## config.mk

```make
export PLATFORM = sky130hd
export DESIGN_NAME = cor_reset_seq
export DESIGN_NICKNAME = d
export VERILOG_FILES = /design/src/rtl/cor_seq_pkg.sv /design/src/rtl/cor_seq_dp.sv /design/src/rtl/cor_seq_ctrl.sv /design/src/rtl/cor_reset_seq.sv
export SDC_FILE = /design/constraint.sdc
export NUM_CORES = 1
export LEC_CHECK = 0
export CORE_MARGIN = 3
export CORE_UTILIZATION = 46
export DETAILED_ROUTE_END_ITERATION = 16
export GPL_ROUTABILITY_DRIVEN = 0
export PLACE_DENSITY = 0.77
export SLEW_MARGIN = 25
export SYNTH_ARGS = -nofsm -noshare
export SYNTH_HDL_FRONTEND = slang
export SYNTH_SLANG_ARGS = --single-unit
```

## constraint.sdc

```tcl
create_clock -name clk -period 1.8 [get_ports clk]
set_input_delay 0.27 -clock clk [delete_from_list [all_inputs] [get_ports clk]]
set_output_delay 0.27 -clock clk [all_outputs]
set_load 0.01 [all_outputs]
```

## src/rtl/cor_seq_pkg.sv

```systemverilog
package cor_seq_pkg;

  // Soft-reset bit of the configuration byte
  localparam logic [7:0] COR_SRST = 8'h80;

  typedef enum logic [1:0] {
    WD_SET  = 2'd0,
    WD_HOST = 2'd1,
    WD_CLR  = 2'd2
  } wrSel_e;

  // Strobes from control to datapath
  typedef struct packed {
    logic   accept;    // take base address and host byte
    logic   rdStb;     // issue the read
    logic   capture;   // keep the returned byte
    logic   wrStb;     // issue a write
    wrSel_e wrSel;     // which write
    logic   loadTmr;   // start a wait
    logic   longWait;  // long rather than short wait
    logic   tick;      // count the wait down
  } ctlStrb_t;

endpackage

```

## src/rtl/cor_seq_dp.sv

```systemverilog
module cor_seq_dp
  import cor_seq_pkg::*;
#(
  parameter int ADDR_W    = 16,
  parameter int CNT_W     = 8,
  parameter int SHORT_CYC = 4,
  parameter int LONG_CYC  = 20,
  parameter int HOST_OFS  = 2
) (
  input  logic              clk,
  input  logic              rst,
  input  ctlStrb_t          strb,
  input  logic [ADDR_W-1:0] corBase,
  input  logic [7:0]        hostCtl,
  input  logic [7:0]        busRdData,
  output logic [ADDR_W-1:0] busAddr,
  output logic [7:0]        busWrData,
  output logic              tmrZero
);

  logic [ADDR_W-1:0] baseQ;
  logic [7:0]        hostQ;
  logic [7:0]        savedQ;
  logic [CNT_W-1:0]  cntQ;

  always_ff @(posedge clk) begin
    if (rst) begin
      baseQ  <= '0;
      hostQ  <= '0;
      savedQ <= '0;
    end else begin
      if (strb.accept) begin
        baseQ <= corBase;
        hostQ <= hostCtl;
      end
      if (strb.capture) savedQ <= busRdData;
    end
  end

  always_ff @(posedge clk) begin
    if (rst)                        cntQ <= '0;
    else if (strb.loadTmr)          cntQ <= strb.longWait ? CNT_W'(LONG_CYC - 1)
                                                          : CNT_W'(SHORT_CYC - 1);
    else if (strb.tick && !tmrZero) cntQ <= cntQ - 1'b1;
  end

  assign tmrZero = (cntQ == '0);

  always_comb begin
    busAddr   = baseQ;
    busWrData = savedQ;
    case (strb.wrSel)
      WD_SET:  busWrData = savedQ | COR_SRST;
      WD_HOST: begin
        busAddr   = baseQ + ADDR_W'(HOST_OFS);
        busWrData = hostQ;
      end
      default: busWrData = savedQ & ~COR_SRST;
    endcase
  end


  keep_bits_chk: assert property (@(posedge clk) disable iff (rst)
    (strb.wrStb && strb.wrSel != WD_HOST) |-> (busWrData[6:0] == savedQ[6:0]));

endmodule

```

## src/rtl/cor_seq_ctrl.sv

```systemverilog
module cor_seq_ctrl
  import cor_seq_pkg::*;
(
  input  logic     clk,
  input  logic     rst,
  input  logic     cmdPlain,
  input  logic     cmdExt,
  input  logic     busRdValid,
  input  logic     tmrZero,
  output ctlStrb_t strb,
  output logic     busy,
  output logic     done
);

  typedef enum logic [3:0] {
    S_IDLE, S_RD, S_RDW, S_WSET, S_T1, S_WHOST, S_T2, S_WCLR, S_T3
  } state_e;

  state_e stateQ, stateD;
  logic   extQ, extD;

  always_ff @(posedge clk) begin
    if (rst) begin
      stateQ <= S_IDLE;
      extQ   <= 1'b0;
    end else begin
      stateQ <= stateD;
      extQ   <= extD;
    end
  end

  always_comb begin
    stateD = stateQ;
    extD   = extQ;
    strb   = '0;
    strb.wrSel = WD_CLR;
    done   = 1'b0;
    case (stateQ)
      S_IDLE: if (cmdPlain || cmdExt) begin
        strb.accept = 1'b1;
        extD   = cmdExt;
        stateD = S_RD;
      end
      S_RD: begin
        strb.rdStb = 1'b1;
        stateD = S_RDW;
      end
      S_RDW: if (busRdValid) begin
        strb.capture = 1'b1;
        stateD = S_WSET;
      end
      S_WSET: begin
        strb.wrStb    = 1'b1;
        strb.wrSel    = WD_SET;
        strb.loadTmr  = 1'b1;
        strb.longWait = extQ;
        stateD = S_T1;
      end
      S_T1: begin
        strb.tick = 1'b1;
        if (tmrZero) stateD = extQ ? S_WHOST : S_WCLR;
      end
      S_WHOST: begin
        strb.wrStb    = 1'b1;
        strb.wrSel    = WD_HOST;
        strb.loadTmr  = 1'b1;
        strb.longWait = 1'b1;
        stateD = S_T2;
      end
      S_T2: begin
        strb.tick = 1'b1;
        if (tmrZero) stateD = S_WCLR;
      end
      S_WCLR: begin
        strb.wrStb    = 1'b1;
        strb.wrSel    = WD_CLR;
        strb.loadTmr  = 1'b1;
        strb.longWait = extQ;
        stateD = S_T3;
      end
      S_T3: begin
        strb.tick = 1'b1;
        if (tmrZero) begin
          done   = 1'b1;
          stateD = S_IDLE;
        end
      end
      default: stateD = S_IDLE;
    endcase
  end

  assign busy = (stateQ != S_IDLE);


  rd_wr_excl_chk: assert property (@(posedge clk) disable iff (rst)
    !(strb.rdStb && strb.wrStb));


  wr_spacing_chk: assert property (@(posedge clk) disable iff (rst)
    strb.wrStb |=> !strb.wrStb);


  done_idle_chk: assert property (@(posedge clk) disable iff (rst)
    done |=> !busy);


  read_first_chk: assert property (@(posedge clk) disable iff (rst)
    $rose(busy) |-> strb.rdStb);


  reset_idle_chk: assert property (@(posedge clk) disable iff (rst)
    $fell(rst) |-> (!busy && !done));

endmodule

```

## src/rtl/cor_reset_seq.sv

```systemverilog
module cor_reset_seq
  import cor_seq_pkg::*;
#(
  parameter int ADDR_W   = 16,
  parameter int CLK_HZ   = 50_000_000,
  parameter int TIME_DIV = 1,
  parameter int SHORT_MS = 2,
  parameter int LONG_MS  = 10,
  parameter int HOST_OFS = 2
) (
  input  logic              clk,
  input  logic              rst,
  input  logic              cmdPlain,
  input  logic              cmdExt,
  input  logic [ADDR_W-1:0] corBase,
  input  logic [7:0]        hostCtl,
  output logic [ADDR_W-1:0] busAddr,
  output logic              busRdEn,
  input  logic [7:0]        busRdData,
  input  logic              busRdValid,
  output logic              busWrEn,
  output logic [7:0]        busWrData,
  output logic              busy,
  output logic              done
);

  localparam int CYC_PER_MS = CLK_HZ / 1000 / TIME_DIV;
  localparam int SHORT_CYC  = SHORT_MS * CYC_PER_MS;
  localparam int LONG_CYC   = LONG_MS * CYC_PER_MS;
  localparam int CNT_W      = $clog2(LONG_CYC + 1);

  initial begin
    param_chk: assert (SHORT_CYC >= 1 && LONG_CYC >= SHORT_CYC);
  end

  ctlStrb_t strb;
  logic     tmrZero;

  cor_seq_ctrl u_ctrl (
    .clk        (clk),
    .rst        (rst),
    .cmdPlain   (cmdPlain),
    .cmdExt     (cmdExt),
    .busRdValid (busRdValid),
    .tmrZero    (tmrZero),
    .strb       (strb),
    .busy       (busy),
    .done       (done)
  );

  cor_seq_dp #(
    .ADDR_W    (ADDR_W),
    .CNT_W     (CNT_W),
    .SHORT_CYC (SHORT_CYC),
    .LONG_CYC  (LONG_CYC),
    .HOST_OFS  (HOST_OFS)
  ) u_dp (
    .clk       (clk),
    .rst       (rst),
    .strb      (strb),
    .corBase   (corBase),
    .hostCtl   (hostCtl),
    .busRdData (busRdData),
    .busAddr   (busAddr),
    .busWrData (busWrData),
    .tmrZero   (tmrZero)
  );

  assign busRdEn = strb.rdStb;
  assign busWrEn = strb.wrStb;

endmodule

```

==> Flow_metrics.wiki <==
{| class="wikitable"
! Metric !! Value
|-
| CP Cell Sequence || and4bb_2 > and4_4 > buf_6 > and2_4 > nand3_2 > xnor2_1 > buf_2
|-
| Reg-to-Reg Start || u_ctrl.stateQ[3]$_SDFFE_PP0P_
|-
| Critical path capture point type || primary output
|-
| Detailed Route Iter0 Violations || approximately 270
|-
| Cell with the largest stage delay on the worst path || sky130_fd_sc_hd__dfxtp_2
|-
| Core ar. || between 6000 and 7000 µm²
|-
| Worst Path Class, Setup || reg -> out
|-
| Leakage power summed over all cells || around 1.9 nW
|-
| Area added between synthesis and finish || 57.8%
|-
| Number of synthesized register bits || 55
|-
| CTS tree || done
|-
| Routed Antenna Nets || 0
|-
| Mean cell area of the mapped netlist || between 8 and 9 µm²
|-
| Max Transition Viols Final || 0
|-
| Total routing resource utilization after global routing || 0.268
|-
| Worst setup slack for register-to-register paths || -240 ps
|-
| Logic depth of the worst register-to-register path || 6
|-
| Maximum number of pins on one net before global-route repair || 32
|-
| Number of synthesized flops with an enable pin || 0
|-
| Storage cell area || about 1100 µm²
|-
| Post-layout power || 5.62 mW
|-
| Overall routed net length || ~11,000 µm
|-
| Normalized max-slew margin || 0.538
|-
| Min-Delay Path Depth || 2
|-
| Highest achievable clock rate || approximately 460 MHz
|-
| Sequential-to-total area share from yosys stat || 0.375
|-
| Final Hold Vio Count || 0
|-
| Fraction of registers with async set or reset after synthesis || 0
|-
| Height of the chip || 85.8 µm
|-
| Worst-Skew Late Latency || around 330 ps
|-
| Top cells by area, synth || sky130_fd_sc_hd__dfxtp_1, sky130_fd_sc_hd__nand2_1, sky130_fd_sc_hd__a21oi_1
|-
| Number of standard-cell rows in the floorplan || 28
|-
| Worst reg2reg endpoint || u_dp.cntQ[14]$_SDFFE_PP0P_
|-
| Worst path required time || around 1500 ps
|-
| Starting density of the core || 0.484
|-
| Wire length of the first global-routing pass || about 16,000 µm
|-
| Maxcap violations || 0
|-
| Clock sinks || 55
|-
| Share of the cycle needed by the critical path after routing || 1.22
|-
| Clock transition at path regs || 100 ps
|-
| Setup skew after layout || about 21 ps
|-
| Clock period minus worst slack || roughly 2200 ps
|-
| Maximum ir drop on the vdd rail || roughly 0.00067 V
|-
| Library cell with the largest summed area after synthesis || sky130_fd_sc_hd__dfxtp_1
|-
| Number of antenna violations at the first check in global routing || 0
|-
| Portion of synthesized cell area occupied by the leading cell type || 0.375
|-
| DP Wirelength || 6310 µm
|-
| Family of cells with the greatest summed delay on the critical path || simple AND/OR/NAND/NOR gates
|-
| Synthesized Nets || 400
|-
| RSZ-0062 raised after global routing || yes
|-
| Type of origin of the critical path || flip-flop
|-
| Crit path buf inv count || 2
|-
| Largest fanout on the critical path || 3
|-
| Cell Area, Synth || slightly below 3000 µm²
|-
| Number of nets in the layout || approximately 540
|-
| Boundary Pins || 65
|-
| Sink of the worst hold path || u_ctrl.extQ$_SDFFE_PP0P_
|-
| Area of the multi-input gates || about 2000 µm²
|-
| Filler Cells Inserted || 377
|-
| CTS Root Buffer Type || sky130_fd_sc_hd__clkbuf_8
|-
| PortBufs || 63
|-
| Hold Crit Start || rst
|-
| Detailed Routing Iterations Pass 1 || 6
|-
| Count leader, synth || sky130_fd_sc_hd__nand2_1
|-
| Average vias per placed instance || 6.06
|-
| Transition time of the tightest slew-check pin || between 600 and 700 ps
|-
| Via count of the first global-routing pass || roughly 3,300
|-
| Final worst setup slack || -391 ps
|-
| Ratio of cells with drive above 1 in the final layout || 0.392
|-
| Sum of negative setup slack || -7460 ps
|-
| Post-detailed-route wirelength per cell || 19.4 µm
|-
| H-tree levels || 2
|-
| Yosys Warn Count || 0
|-
| Violated checks || setup timing
|-
| Die outline area || between 7000 and 8000 µm²
|-
| GRT overflow || 0
|-
| Number of DRC violations after detailed routing || 0
|-
| Power density over the cells || between 1000 and 1500 nW/µm²
|-
| Horizontal extent of the die || around 86 µm
|-
| Synth top cells by count || sky130_fd_sc_hd__nand2_1, sky130_fd_sc_hd__dfxtp_1, sky130_fd_sc_hd__a21oi_1, sky130_fd_sc_hd__nor2_1, sky130_fd_sc_hd__nor3_1
|-
| Arrival @ worst endpoint || around 1900 ps
|-
| Outcome || finished with violations
|-
| Worst Hold Class || in -> reg
|-
| Predominant post-synthesis flop cell || sky130_fd_sc_hd__dfxtp_1
|-
| Highest cell delay on the worst timing path || 340 ps
|-
| Endpoints failing setup || between 40 and 50
|-
| Vias after detailed routing || 3,473
|-
| Antenna Cells || 0
|-
| Number of buffers added by the clock tree synthesis step || 5
|-
| Distinct cell type count of the synthesized netlist || 56
|-
| Clk buf depth || 2
|-
| Cells after Synth || between 300 and 400
|}
## layout make-up
cell class,instances,share of cell area
Inverter,9,0.00730
Timing Repair Buffer,150,0.274
Clock buffer,6,0.0157
Clock inverter,2,0.00838
Multi-Input combinational cell,276,0.435
Sequential cell,55,0.240
Tap cell,75,0.0203
## cell families after synthesis
group	count (synthesis)	share of synthesized area
compound gates	77	0.163
xor+xnor	22	0.0657
fa+ha+maj	2	0.00853
buf+inv	30	0.0444
flops	55	0.375
mux	18	0.0653
simple gates	157	0.277
## stage by stage
| stage | utilization | instances | instance area (µm²) | setup slack [ps] | hold slack, ps |
|---|---|---|---|---|---|
| floorplan | - | 361 | 2950 | -45.1 | 406 |
| global placement | 0.680 | 549 | 4120 | -378 | 439 |
| detailed placement | 0.680 | 549 | 4120 | -437 | 447 |
| CTS | 0.727 | 564 | 4410 | -322 | 399 |
| global route | 0.763 | 573 | 4630 | -452 | 430 |
| finish | 0.763 | 573 | 4630 | -391 | 423 |
## worst max-delay path by stage
stage / startpoint / end / cells after the start
2_1_floorplan: u_ctrl.stateQ[1]$_SDFFE_PP0P_ / u_dp.cntQ[14]$_SDFFE_PP0P_ / 6
3_3_place_gp: u_ctrl.stateQ[3]$_SDFFE_PP0P_ / busAddr[12] / 6
3_5_place_dp: u_ctrl.stateQ[3]$_SDFFE_PP0P_ / busAddr[12] / 6
4_1_cts: u_ctrl.stateQ[1]$_SDFFE_PP0P_ / busAddr[13] / 6
5_1_grt: u_ctrl.stateQ[3]$_SDFFE_PP0P_ / busAddr[15] / 7
6_report: u_ctrl.stateQ[3]$_SDFFE_PP0P_ / busAddr[15] / 7
## what timing repair did
action / in CTS / in global routing
gates cloned: 0 / 1
setup endpoints to repair: 46 / 46
hold buffers: 0 / 0
pin swaps: 26 / 17
gates resized for setup: 153 / 31
setup buffers: 7 / 8
## cell usage in the layout, fill, tap and decap left out, types with 3 or more instances in the layout
cell type,netlist,routed
sky130_fd_sc_hd__buf_4,1,73
sky130_fd_sc_hd__xor2_1,13,12
sky130_fd_sc_hd__a21oi_1,45,42
sky130_fd_sc_hd__nand4_1,5,5
sky130_fd_sc_hd__nor2_1,25,22
sky130_fd_sc_hd__inv_1,7,7
sky130_fd_sc_hd__o211ai_1,3,3
sky130_fd_sc_hd__mux2_2,9,7
sky130_fd_sc_hd__o31ai_1,4,3
sky130_fd_sc_hd__xnor2_2,0,3
sky130_fd_sc_hd__clkdlybuf4s50_1,0,35
sky130_fd_sc_hd__buf_2,5,21
sky130_fd_sc_hd__nand3_1,10,5
sky130_fd_sc_hd__or3_1,3,3
sky130_fd_sc_hd__nor4_4,2,6
sky130_fd_sc_hd__dfxtp_2,0,7
sky130_fd_sc_hd__dfxtp_1,55,48
sky130_fd_sc_hd__buf_6,1,13
sky130_fd_sc_hd__clkbuf_8,0,5
sky130_fd_sc_hd__mux2i_1,9,9
sky130_fd_sc_hd__nor3_2,0,6
sky130_fd_sc_hd__a211oi_2,0,3
sky130_fd_sc_hd__a21oi_2,0,3
sky130_fd_sc_hd__nor3_1,17,11
sky130_fd_sc_hd__nand3_2,0,5
sky130_fd_sc_hd__nand2_1,67,65
sky130_fd_sc_hd__nor2_2,0,3
sky130_fd_sc_hd__xnor2_1,9,6
## power breakdown
group	switching, mW	internal (mW)	total (mW)
combinational	1.75	1.43	3.18
clock	0.447	0.422	0.869
sequential	0.153	1.41	1.57
total	2.36	3.26	5.62
## routing by layer
metal	vias to the layer above	routed length, µm	GRT usage	part of all wire
met4	0	469	0.105	0.042
met5	-	0	0	0
met2	184	5520	0.455	0.50
li1	1548	-	-	-
met3	54	795	0.0471	0.072
met1	1687	4330	0.337	0.39
## sequential cells by signal (all words and copies together) (netlist names)
| register | cells |
|---|---|
| u_dp.cntQ | 19 |
| u_dp.baseQ | 16 |
| u_dp.hostQ | 8 |
| u_dp.savedQ | 7 |
| u_ctrl.stateQ | 4 |
| u_ctrl.extQ | 1 |
## worst register-to-register path, delay by kind of cell, from the launching register on
family / cells / cell delay [ps]
DFF: 1 / 350
buffers and inverters: 1 / 170
and+or+nand+nor: 3 / 1180
muxes: 1 / 170
AOI/OAI and AO/OA: 1 / 110
(Power assumes the default switching activity.)
